`src/rtl/aclink_pkg.sv`:
```
// Shared constants for the codec serial link slot controller.
// Assumes a fixed frame of one tag slot followed by equal data slots.
package aclink_pkg;
    localparam int TAG_BITS   = 16;
    localparam int SLOT_BITS  = 20;
    localparam int NUM_SLOTS  = 12;
    localparam int FRAME_BITS = TAG_BITS + SLOT_BITS * NUM_SLOTS;
    localparam int IDX_W      = $clog2(FRAME_BITS);
    localparam int POS_W      = $clog2(SLOT_BITS);
    localparam int ADDR_BITS  = 8;
    localparam int DATA_BITS  = 16;
    // last frame index of data slot s (1-based)
    localparam int LAST_S1    = TAG_BITS + SLOT_BITS * 1 - 1;
    localparam int LAST_S2    = TAG_BITS + SLOT_BITS * 2 - 1;
    localparam int LAST_PINS  = TAG_BITS + SLOT_BITS * NUM_SLOTS - 1;
    localparam int FIRST_PINS = LAST_PINS - SLOT_BITS + 1;
    // tag bit 15-s sits at frame index s
    localparam int TIDX_READY = 0;
    localparam int TIDX_S1    = 1;
    localparam int TIDX_S2    = 2;
    localparam int TIDX_PINS  = NUM_SLOTS;
    localparam logic [3:0] SLOT_DEF = 4'd6;
    localparam logic [3:0] SLOT_ALT = 4'd11;
    localparam logic [1:0] W_PSTAT = 2'd0;
    localparam logic [1:0] W_PCTRL = 2'd1;
    localparam logic [1:0] W_CSTAT = 2'd2;
    localparam logic [1:0] W_IRQ   = 2'd3;
endpackage

```
`src/rtl/ac_frame_timer.sv`:
```
// Detects bit clock edges in the system clock domain and keeps the frame
// bit index. Assumes the system clock runs at least 4x the bit clock.
// Index 0 is forced at the first rising bit clock that sees sync high
// after it was low; otherwise the index advances and wraps.
module ac_frame_timer
    import aclink_pkg::*;
(
    input  logic             clk,
    input  logic             rst_n,
    input  logic             bclk_i,
    input  logic             sync_i,
    output logic             rise_o,
    output logic             fall_o,
    output logic [IDX_W-1:0] idx_o,
    output logic [IDX_W-1:0] idx_next_o
);
    logic bclk_q;
    logic sync_seen;

    // previous bit clock level for edge detection
    always_ff @(posedge clk) begin
        if (!rst_n) bclk_q <= 1'b0;
        else        bclk_q <= bclk_i;
    end

    assign rise_o = bclk_i & ~bclk_q;
    assign fall_o = ~bclk_i & bclk_q;

    always_comb begin
        if (sync_i && !sync_seen)               idx_next_o = '0;
        else if (idx_o == IDX_W'(FRAME_BITS-1)) idx_next_o = '0;
        else                                    idx_next_o = idx_o + 1'b1;
    end

    // frame index and sync level seen at the last rising bit clock
    always_ff @(posedge clk) begin
        if (!rst_n) begin
            idx_o     <= '0;
            sync_seen <= 1'b0;
        end else if (rise_o) begin
            idx_o     <= idx_next_o;
            sync_seen <= sync_i;
        end
    end

    AST_IDX_HOLD: assert property (@(posedge clk) disable iff (!rst_n)
        !rise_o |=> $stable(idx_o));
    AST_SYNC_ORIGIN: assert property (@(posedge clk) disable iff (!rst_n)
        (rise_o && sync_i && !sync_seen) |=> (idx_o == '0));
endmodule

```
`src/rtl/ac_rx_capture.sv`:
```
// Samples incoming frame bits on the falling bit clock and commits the
// codec status and pin capture at the last bit of the frame.
// Assumes the tag bits of a frame arrive before its last bit.
module ac_rx_capture
    import aclink_pkg::*;
(
    input  logic                 clk,
    input  logic                 rst_n,
    input  logic                 fall_i,
    input  logic [IDX_W-1:0]     idx_i,
    input  logic                 din_i,
    input  logic                 pins_en_i,
    output logic [ADDR_BITS-1:0] st_addr_o,
    output logic [DATA_BITS-1:0] st_data_o,
    output logic                 st_new_o,
    output logic [SLOT_BITS-1:0] pins_o,
    output logic                 pins_bad_o,
    output logic                 ev_pins_o,
    output logic                 ev_int_o
);
    logic [SLOT_BITS-1:0] shift_q;
    logic [SLOT_BITS-1:0] word;
    logic                 t_rdy, t_s1, t_s2, t_pins;
    logic [ADDR_BITS-1:0] addr_tmp;
    logic [DATA_BITS-1:0] data_tmp;
    logic                 frame_end, stat_ok, pins_ok;

    assign word      = {shift_q[SLOT_BITS-2:0], din_i};
    assign frame_end = fall_i && (idx_i == IDX_W'(LAST_PINS));
    assign stat_ok   = t_rdy & t_s1 & t_s2;
    assign pins_ok   = t_rdy & t_pins;

    // slot shifter, tag bits and slot 1/2 holding fields
    always_ff @(posedge clk) begin
        if (!rst_n) begin
            shift_q  <= '0;
            t_rdy    <= 1'b0;
            t_s1     <= 1'b0;
            t_s2     <= 1'b0;
            t_pins   <= 1'b0;
            addr_tmp <= '0;
            data_tmp <= '0;
        end else if (fall_i) begin
            shift_q <= word;
            if (idx_i == IDX_W'(TIDX_READY)) t_rdy  <= din_i;
            if (idx_i == IDX_W'(TIDX_S1))    t_s1   <= din_i;
            if (idx_i == IDX_W'(TIDX_S2))    t_s2   <= din_i;
            if (idx_i == IDX_W'(TIDX_PINS))  t_pins <= din_i;
            if (idx_i == IDX_W'(LAST_S1))
                addr_tmp <= word[SLOT_BITS-1 -: ADDR_BITS];
            if (idx_i == IDX_W'(LAST_S2))
                data_tmp <= word[SLOT_BITS-1 -: DATA_BITS];
        end
    end

    // codec status commit at frame end, qualified by the tag bits
    always_ff @(posedge clk) begin
        if (!rst_n) begin
            st_addr_o <= '0;
            st_data_o <= '0;
            st_new_o  <= 1'b0;
        end else if (frame_end) begin
            st_new_o <= stat_ok;
            if (stat_ok) begin
                st_addr_o <= addr_tmp;
                st_data_o <= data_tmp;
            end
        end
    end

    // pin capture, inverted valid flag and event pulses at frame end
    always_ff @(posedge clk) begin
        if (!rst_n) begin
            pins_o     <= '0;
            pins_bad_o <= 1'b0;
            ev_pins_o  <= 1'b0;
            ev_int_o   <= 1'b0;
        end else begin
            ev_pins_o <= 1'b0;
            ev_int_o  <= 1'b0;
            if (frame_end) begin
                ev_int_o <= pins_ok & word[0];
                if (pins_en_i) begin
                    pins_bad_o <= ~pins_ok;
                    if (pins_ok) begin
                        pins_o    <= word;
                        ev_pins_o <= (word != pins_o);
                    end
                end
            end
        end
    end

    AST_STATUS_AT_END: assert property (@(posedge clk) disable iff (!rst_n)
        !frame_end |=> ($stable(st_addr_o) && $stable(st_data_o)));
    AST_TAG_AT_END: assert property (@(posedge clk) disable iff (!rst_n)
        !frame_end |=> $stable(st_new_o));
    AST_PINS_FROZEN: assert property (@(posedge clk) disable iff (!rst_n)
        !pins_en_i |=> ($stable(pins_o) && $stable(pins_bad_o)));
endmodule

```
`src/rtl/ac_tx_insert.sv`:
```
// Launches the outgoing frame bit on each rising bit clock: enable in tag
// bits 15 and 3, host pin data in slot 12, zero elsewhere.
// Assumes the pin data is held stable while a frame is sent.
module ac_tx_insert
    import aclink_pkg::*;
(
    input  logic                 clk,
    input  logic                 rst_n,
    input  logic                 rise_i,
    input  logic [IDX_W-1:0]     idx_next_i,
    input  logic                 pins_en_i,
    input  logic [SLOT_BITS-1:0] pins_i,
    output logic                 sdout_o
);
    logic [IDX_W-1:0] back;
    logic             bit_val;

    assign back = IDX_W'(FRAME_BITS-1) - idx_next_i;

    always_comb begin
        bit_val = 1'b0;
        if (idx_next_i == IDX_W'(TIDX_READY) || idx_next_i == IDX_W'(TIDX_PINS))
            bit_val = pins_en_i;
        else if (idx_next_i >= IDX_W'(FIRST_PINS))
            bit_val = pins_en_i & pins_i[back[POS_W-1:0]];
    end

    // output bit register, updated at rising bit clock only
    always_ff @(posedge clk) begin
        if (!rst_n)      sdout_o <= 1'b0;
        else if (rise_i) sdout_o <= bit_val;
    end

    AST_TX_HOLD: assert property (@(posedge clk) disable iff (!rst_n)
        !rise_i |=> $stable(sdout_o));
    AST_TX_MUTE: assert property (@(posedge clk) disable iff (!rst_n)
        (rise_i && !pins_en_i) |=> !sdout_o);
endmodule

```
`src/rtl/aclink_slot_ctrl.sv`:
```
// Register front end of the codec link slot controller. Holds the
// control bits and pending flags, decodes the word-aligned register port
// and instantiates the frame timer, receive capture and transmit insert.
// Assumes a single clock domain; reads are combinational.
module aclink_slot_ctrl
    import aclink_pkg::*;
#(
    parameter int REG_AW = 4
) (
    input  logic              clk,
    input  logic              rst_n,
    input  logic [REG_AW-1:0] reg_addr,
    input  logic              reg_wr,
    input  logic [31:0]       reg_wdata,
    output logic [31:0]       reg_rdata,
    input  logic              bclk_i,
    input  logic              sdin_i,
    input  logic              sdin2_i,
    output logic              sync_o,
    output logic              sdout_o,
    output logic              irq_o,
    output logic [3:0]        rx_slot_o,
    output logic [3:0]        tx_slot_o
);
    logic                 pins_en, pins_irq_en, int_en, in2_en, rx_sel, tx_sel;
    logic [SLOT_BITS-1:0] pins_out;
    logic                 pend_pins, pend_int;
    logic                 aligned;
    logic [1:0]           wsel;
    logic                 wr_ps, wr_pc, wr_cs, wr_irq;
    logic                 rise, fall, din;
    logic [IDX_W-1:0]     idx, idx_next;
    logic [ADDR_BITS-1:0] st_addr;
    logic [DATA_BITS-1:0] st_data;
    logic                 st_new, pins_bad, ev_pins, ev_int;
    logic [SLOT_BITS-1:0] pins_in;

    assign aligned = (reg_addr[1:0] == 2'b00);
    assign wsel    = reg_addr[3:2];
    assign wr_ps   = reg_wr && aligned && (wsel == W_PSTAT);
    assign wr_pc   = reg_wr && aligned && (wsel == W_PCTRL);
    assign wr_cs   = reg_wr && aligned && (wsel == W_CSTAT);
    assign wr_irq  = reg_wr && aligned && (wsel == W_IRQ);
    assign din     = sdin_i | (in2_en & sdin2_i);

    // writable control fields; reserved bits are dropped
    always_ff @(posedge clk) begin
        if (!rst_n) begin
            pins_en     <= 1'b0;
            pins_irq_en <= 1'b0;
            pins_out    <= '0;
            int_en      <= 1'b0;
            sync_o      <= 1'b0;
            in2_en      <= 1'b0;
            rx_sel      <= 1'b0;
            tx_sel      <= 1'b0;
        end else begin
            if (wr_ps) {pins_en, pins_irq_en} <= reg_wdata[31:30];
            if (wr_pc) pins_out <= reg_wdata[SLOT_BITS-1:0];
            if (wr_cs) {int_en, sync_o, in2_en, rx_sel, tx_sel} <= reg_wdata[23:19];
        end
    end

    // pending flags: set by enabled events, cleared by writing 1
    always_ff @(posedge clk) begin
        if (!rst_n) begin
            pend_pins <= 1'b0;
            pend_int  <= 1'b0;
        end else begin
            pend_pins <= (pend_pins & ~(wr_irq & reg_wdata[0])) | (ev_pins & pins_irq_en);
            pend_int  <= (pend_int  & ~(wr_irq & reg_wdata[1])) | (ev_int & int_en);
        end
    end

    assign irq_o     = pend_pins | pend_int;
    assign rx_slot_o = rx_sel ? SLOT_ALT : SLOT_DEF;
    assign tx_slot_o = tx_sel ? SLOT_ALT : SLOT_DEF;

    // read multiplexer
    always_comb begin
        reg_rdata = '0;
        if (aligned) begin
            case (wsel)
                W_PSTAT: reg_rdata = {pins_en, pins_irq_en, 9'd0, pins_bad, pins_in};
                W_PCTRL: reg_rdata = {12'd0, pins_out};
                W_CSTAT: reg_rdata = {st_addr, int_en, sync_o, in2_en, rx_sel, tx_sel,
                                      1'b0, st_new, 1'b0, st_data};
                default: reg_rdata = {30'd0, pend_int, pend_pins};
            endcase
        end
    end

    ac_frame_timer u_timer (
        .clk(clk), .rst_n(rst_n), .bclk_i(bclk_i), .sync_i(sync_o),
        .rise_o(rise), .fall_o(fall), .idx_o(idx), .idx_next_o(idx_next)
    );

    ac_rx_capture u_rx (
        .clk(clk), .rst_n(rst_n), .fall_i(fall), .idx_i(idx), .din_i(din),
        .pins_en_i(pins_en), .st_addr_o(st_addr), .st_data_o(st_data),
        .st_new_o(st_new), .pins_o(pins_in), .pins_bad_o(pins_bad),
        .ev_pins_o(ev_pins), .ev_int_o(ev_int)
    );

    ac_tx_insert u_tx (
        .clk(clk), .rst_n(rst_n), .rise_i(rise), .idx_next_i(idx_next),
        .pins_en_i(pins_en), .pins_i(pins_out), .sdout_o(sdout_o)
    );

    AST_IRQ_STICKY: assert property (@(posedge clk) disable iff (!rst_n)
        (irq_o && !wr_irq) |=> irq_o);
    AST_SYNC_WRITE: assert property (@(posedge clk) disable iff (!rst_n)
        wr_cs |=> (sync_o == $past(reg_wdata[22])));
endmodule

```
`config.mk`:
```
export PLATFORM = sky130hd
export DESIGN_NAME = aclink_slot_ctrl
export DESIGN_NICKNAME = d
export VERILOG_FILES = /design/src/rtl/aclink_pkg.sv /design/src/rtl/ac_frame_timer.sv /design/src/rtl/ac_rx_capture.sv /design/src/rtl/ac_tx_insert.sv /design/src/rtl/aclink_slot_ctrl.sv
export SDC_FILE = /design/constraint.sdc
export NUM_CORES = 1
export LEC_CHECK = 0
export BUFFER_PORTS_ARGS = -buffer_cell sky130_fd_sc_hd__buf_4
export CAP_MARGIN = 20
export CORE_MARGIN = 5
export CORE_UTILIZATION = 45
export DETAILED_ROUTE_END_ITERATION = 8
export PLACE_DENSITY = 0.62
export SLEW_MARGIN = 5
export SYNTH_ARGS = -nofsm -noshare
export SYNTH_HDL_FRONTEND = slang
export SYNTH_SLANG_ARGS = --single-unit
```
`constraint.sdc`:
```
create_clock -name clk -period 3.07 [get_ports clk]
set_clock_uncertainty 0.1 [all_clocks]
set_input_delay 0.614 -clock clk [delete_from_list [all_inputs] [get_ports clk]]
set_output_delay 0.614 -clock clk [all_outputs]
set_load 0.02 [all_outputs]
```
==> summary.md, run 1 <==
| Metric | Value |
|---|---|
| Status | finished clean |
| Warnings, synthesis | 0 |
| Async set-reset flop share out of synthesis | 0% |
| Post-CTS Hold Buffers | 0 |
| First-pass GRT wire length | 29.2 mm |
| Fin Hold WS | between 300 and 400 ps |
| Final ANT Viol Nets | 0 |
| Overall die height | approximately 130 µm |
| Layout area overhead | 18.2% |
| Most numerous cell in the Yosys netlist | nand2_1 |
| Total setup buffers inserted after CTS | 0 |
| Worst hold path class | in -> reg |
| Maxcap violations | 0 |
| Max Buffers Root-to-Sink | 2 |
| Vias in the first global route | approximately 5300 |
| Critical setup path kind | in -> out |
| Setup violators final | 0 |
| H-tree levels | 4 |
| Pin count of the biggest net entering global routing | 100 |
| Share of post-route cells with drive strength above 1 | 16.4% |
| Fin. max-slew vios | 0 |
| Main synth FF type | dfxtp_1 |
| Routability cong. | 0.881 |
| Seq pwr share | 44.0% |
| Initial DRT Pass Iterations | 5 |
| DP Area | 7160 µm² |
| Min Clock Period, post-route | roughly 2600 ps |
| Clock latency on the worst-skew pair | around 430 ps |
| CTS Buf Count | 17 |
| Fin crit share | a little under nine tenths |
| Slew @ Worst Pin | 1030 ps |
| Req. time, crit path | 2360 ps |
| Critical Path Fanout Max | 26 |
| Worst vdd ir | 0.434 mV |
| Mapped cell area | 6550 µm² |
| Count of flip-flops with a built-in enable after synthesis | 0 |
| Average wire per standard cell | around 18 µm |
| Core ar. | about 14000 µm² |
| Final HPWL DP | 13.2 mm |
| PostCTS Resize Cnt | 0 |
| Commonest cells in the netlist | nand2_1 (177), dfxtp_1 (135), a21boi_0 (53) |
| Synthesized instance count | just under 800 |
| Post-Route WL | between 15 and 20 mm |
| Hold Vio Cnt, Final | 0 |
| DR vias/cell | roughly 5.4 |
| IO Port Bufs | 76 |
| Final Worst Setup Slack | 427 ps |
| Comb power frac | between 5 and 6% |
| RSZ-0062 raised after global routing | no |
| Post-synth top area share | around two fifths |
| WP data arrival | about 1900 ps |
| Die area | 17100 µm² |
| CTS sink count | about 140 |
| Avg Cell Area, Syn | between 8 and 9 µm² |
| # diodes | 0 |
| Psw | 912 µW |
| Placed Cells | between 900 and 1000 |
| Post-Layout Cell Count | 1025 |
| F_max | between 300 and 400 MHz |
| Setup TNS | 0 ps |
| Placement row count | 44 |
| Yosys reg bits | about 140 |
| Sequential share of the synthesized area | 41.2% |
| Crit end category | output pin |
| Vias after detailed routing | roughly 5600 |
| Filler instances | between 1000 and 1500 |
| Distinct cells, synth | slightly below 60 |
| Clock Root Buffer | clkbuf_16 |
| CTS clk-pin slew, worst paths | about 60 ps |
| Initial Util | 45.4% |
| Place WS | 429 ps |
| FF-to-FF setup slack | 590 ps |
| Top cells by area, synth | dfxtp_1 (41%), nand2_1 (10%), mux2i_1 (6.4%) |
| Internal Pwr Total | around 3.1 mW |
| Pwr per Cell Area | 520 nW/µm² |
| Static leakage | 3.03 nW |
| Relative slew slack | between 30% and 40% |
| Nets | 875 |
| Initial antenna violation count | 0 |
| Global route overflow | 0 |
| DRC viols | 0 |
| Overall Global Routing Usage | between 20% and 30% |
| Die Width | about 130 µm |
| CTS tree | built |
| Ports | 85 |
| Starting DRT DRC Count | between 300 and 400 |
| Crit path launch type | input pin |
| Finished Cell Area | ~7700 µm² |
| Yosys top cell by area | dfxtp_1 |
| Clk pwr share | between 50% and 60% |
| Switching share of power | between 20% and 30% |
[flip-flops by register name (all words and copies together), names as in the netlist, 8 cells and up]
name            flops
u_rx.shift_q       19
pins_out           20
u_rx.st_data_o     16
u_rx.data_tmp      16
u_rx.pins_o        20
u_rx.addr_tmp       8
u_timer.idx_o       8
u_rx.st_addr_o      8
[worst paths after layout]
path | from | endpoint | depth (start not counted)
worst max-delay path | reg_addr[2] | reg_rdata[1] | 4
worst min-delay path | bclk_i | u_timer.bclk_q$_SDFF_PN0_ | 2
worst max register to register | u_timer.idx_o[1]$_SDFFE_PN0P_ | u_rx.pins_o[12]$_SDFFE_PN0P_ | 7
worst min register to register | u_rx.data_tmp[9]$_SDFFE_PN0P_ | u_rx.data_tmp[9]$_SDFFE_PN0P_ | 2
[layout by cell type (no fill, tap or decap), types with 3 or more instances in the layout]
cell type	synthesis	layout
a21boi_0	53	53
a21boi_1	30	30
a21oi_1	26	26
a22o_1	20	20
and2_1	10	10
and3_1	13	13
buf_4	10	95
clkbuf_16	0	17
clkbuf_8	0	3
clkinv_2	0	3
clkinvlp_4	0	4
dfxtp_1	135	135
ha_1	4	4
inv_1	5	5
mux2i_1	42	42
nand2_1	177	177
nand2b_1	4	4
nand3_1	14	14
nand3b_1	3	3
nand4_1	8	8
nor2_1	46	46
nor2b_1	25	24
nor3_1	9	9
nor3b_1	5	5
nor4_1	7	7
o21ai_0	12	12
or3_1	4	4
xnor2_1	8	8
xor2_1	19	19
[kinds of logic (layout without fill, tap and decap cells)]
kind of cell / count (synthesis) / after routing / share of synthesized area [%]
simple gates: 336 / 336 / 23.8
mux: 44 / 44 / 7.10
buf+inv: 69 / 132 / 5.63
fa+ha+maj: 4 / 4 / 0.764
xor+xnor: 27 / 27 / 3.61
flops: 135 / 135 / 41.2
other cells: 1 / 2 / 0.0572
compound gates: 161 / 161 / 17.8
[area by class of cell]
cell class | count | area, µm² | area share, %
inverters | 6 | 22.5 | 0.291
multi-input cells | 574 | 3490 | 45.0
clock buffers | 20 | 467 | 6.02
well taps | 184 | 230 | 2.97
repair buffers | 95 | 713 | 9.21
clock inverters | 11 | 123 | 1.58
flip-flops and latches | 135 | 2700 | 34.9
[metal layers]
layer | vias to the layer above | wire [µm] | track usage, % | share of wire, %
li1 | 2738 | - | - | -
met1 | 2648 | 8630 | 30.1 | 47
met2 | 156 | 8440 | 34.8 | 46
met3 | 31 | 1040 | 6.10 | 5.6
met4 | 0 | 417 | 7.80 | 2.3
met5 | - | 0 | 0 | 0
[through the flow]
step	power [mW]	util, %
floorplan	1.95	-
global placement	2.04	49.6
detailed placement	2.04	49.6
CTS	4.06	53.7
global route	4.17	53.7
finish	4.03	53.7
[critical path: stages]
cell and delay [ps]:
buf_4 380, mux4_2 590, and2_1 180, buf_4 150
[power by group through the flow]
stage | logic (mW) | clock network (mW) | registers [mW]
2_1_floorplan | 0.147 | 0 | 1.81
3_3_place_gp | 0.227 | 0 | 1.81
3_5_place_dp | 0.230 | 0 | 1.81
4_1_cts | 0.230 | 2.06 | 1.77
5_1_grt | 0.250 | 2.15 | 1.77
6_report | 0.232 | 2.02 | 1.77
(Power assumes the default switching activity.)
==> run 2: changes to the inputs <==
==> constraint.sdc (replaced) <==
create_clock -name clk -period 3.07 [get_ports clk]
set_clock_uncertainty 0.1 [all_clocks]
set_input_delay 0.1535 -clock clk [delete_from_list [all_inputs] [get_ports clk]]
set_output_delay 0.1535 -clock clk [all_outputs]
set_load 0.02 [all_outputs]
==> run 2 against run 1 <==
Non-clock buffer count rose by 27. Sequential share of layout area fell by 1.4 points. Via count rose by 2.4%. Clock-buffer cell count rose by 4. Critical path type is now reg -> reg. Critical endpoint is now u_tx.sdout_o$_SDFFE_PN0P_. Highest routed layer unchanged.
==> summary.md, run 2 (synthesized netlist as in run 1, its figures left out) <==
| Metric | Value |
|---|---|
| Status | finished clean |
| Die Width | 131 µm |
| Maxcap violations | 0 |
| Overall Global Routing Usage | a little over a fifth |
| Layout area overhead | 23.1% |
| Global route overflow | 0 |
| Placement row count | 44 |
| Initial Util | a little under half |
| Crit end category | flip-flop |
| Crit path launch type | flip-flop |
| Place WS | just over 700 ps |
| Clock latency on the worst-skew pair | 420 ps |
| Area of the multi-input gates | about 3500 µm² |
| DRC viols | 0 |
| Fin Hold WS | roughly 120 ps |
| DP Area | 7160 µm² |
| Final HPWL DP | around 13 mm |
| Min Clock Period, post-route | 2430 ps |
| Critical Path Fanout Max | 9 |
| Nets | 902 |
| Critical setup path kind | reg -> reg |
| Psw | between 800 and 900 µW |
| Req. time, crit path | ~3300 ps |
| IO Port Bufs | 76 |
| Clk pwr share | about 52% |
| Worst hold path class | in -> reg |
| Fin util | roughly 56% |
| Routability cong. | between 0.9 and 1 |
| First-pass GRT wire length | ~28 mm |
| Fin crit share | about four fifths |
| Most frequent cells in the layout | nand2_1 (177), dfxtp_1 (135), buf_4 (95) |
| CTS Buf Count | 17 |
| Initial antenna violation count | 0 |
| Final ANT Viol Nets | 0 |
| Slew @ Worst Pin | ~700 ps |
| Worst vdd ir | 0.375 mV |
| Comb power frac | approximately 6.0% |
| CTS clk-pin slew, worst paths | about 60 ps |
| Fin. max-slew vios | 0 |
| DR vias/cell | between 5 and 6 |
| Overall die height | around 130 µm |
| Switching share of power | a little over a fifth |
| # diodes | 0 |
| Static leakage | around 3.2 nW |
| Pin count of the biggest net entering global routing | 65 |
| Average wire per standard cell | around 17 µm |
| Share of post-route cells with drive strength above 1 | approximately 16% |
| Relative slew slack | 52.8% |
| Register area | between 2000 and 3000 µm² |
| Final Worst Setup Slack | between 600 and 700 ps |
| Post-Route WL | about 18 mm |
| Core ar. | between 10000 and 15000 µm² |
| RSZ-0062 raised after global routing | no |
| Max Buffers Root-to-Sink | 2 |
| Setup violators final | 0 |
| F_max | just over 400 MHz |
| CTS sink count | roughly 140 |
| Hold Vio Cnt, Final | 0 |
| Commonest non-fill, non-tap cell in the layout | nand2_1 |
| Clock Root Buffer | clkbuf_16 |
| Setup TNS | 0 ps |
| Pwr per Cell Area | approximately 520 nW/µm² |
| Internal Pwr Total | 3.34 mW |
| H-tree levels | 4 |
| Total setup buffers inserted after CTS | 0 |
| Initial DRT Pass Iterations | 5 |
| Seq pwr share | 41.9% |
| Starting DRT DRC Count | roughly 570 |
| CTS tree | built |
| Largest regs | pins_out x20, u_rx.pins_o x20, u_rx.shift_q x19 |
| Vias after detailed routing | approximately 5700 |
| Finished Cell Area | a little over 8000 µm² |
| WP data arrival | between 2000 and 3000 ps |
| Ports | 85 |
| Filler instances | about 1300 |
| Die area | ~17000 µm² |
| Vias in the first global route | about 5400 |
## run 2: timing repair
| item | in CTS | in global routing |
|---|---|---|
| hold endpoints to repair | 28 | 0 |
| hold buffers | 27 | 0 |
| resized for setup | 0 | 0 |
## run 2: power groups by stage
| stage | logic, mW | clock network, mW | registers (mW) |
|---|---|---|---|
| 5_1_grt | 0.275 | 2.32 | 1.77 |
| 2_1_floorplan | 0.147 | 0 | 1.81 |
| 3_3_place_gp | 0.222 | 0 | 1.81 |
| 3_5_place_dp | 0.225 | 0 | 1.81 |
| 6_report | 0.255 | 2.20 | 1.77 |
| 4_1_cts | 0.254 | 2.23 | 1.77 |
## run 2: worst max-delay path: stages (launching register included)
cell and delay [ps]:
dfxtp_1 480, ha_1 420, nand3_1 200, o21ai_0 530, a21oi_1 90, o31ai_1 260, o32ai_1 140, o21ai_1 140
## run 2: worst paths after layout
path,from,end,slack [ps],depth (start not counted)
worst max register to register,u_timer.idx_o[0]$_SDFFE_PN0P_,u_tx.sdout_o$_SDFFE_PN0P_,640,7
worst max-delay path,u_timer.idx_o[0]$_SDFFE_PN0P_,u_tx.sdout_o$_SDFFE_PN0P_,640,7
worst min register to register,u_rx.data_tmp[15]$_SDFFE_PN0P_,u_rx.data_tmp[15]$_SDFFE_PN0P_,350,2
worst min-delay path,rst_n,u_rx.data_tmp[5]$_SDFFE_PN0P_,120,2
## run 2: stage by stage
step           std cells  power [mW]
2_1_floorplan        778        1.95
3_3_place_gp         994        2.03
3_5_place_dp         994        2.04
4_1_cts             1052        4.26
5_1_grt             1052        4.37
6_report            1052        4.23
## run 2: area by class of cell
cell class	instances	share of cell area [%]
well taps	184	2.85
inverters	6	0.279
repair buffers	122	12.2
clock buffers	24	6.22
clock inverters	7	1.74
multi-input cells	574	43.2
flip-flops and latches	135	33.5
## run 2: metal layers
layer	global-route usage, %	routed length [µm]	vias up
met5	0	0	-
met4	8.65	367	0
met3	4.51	847	30
met2	35.6	8540	152
met1	27.6	8470	2731
li1	-	-	2793
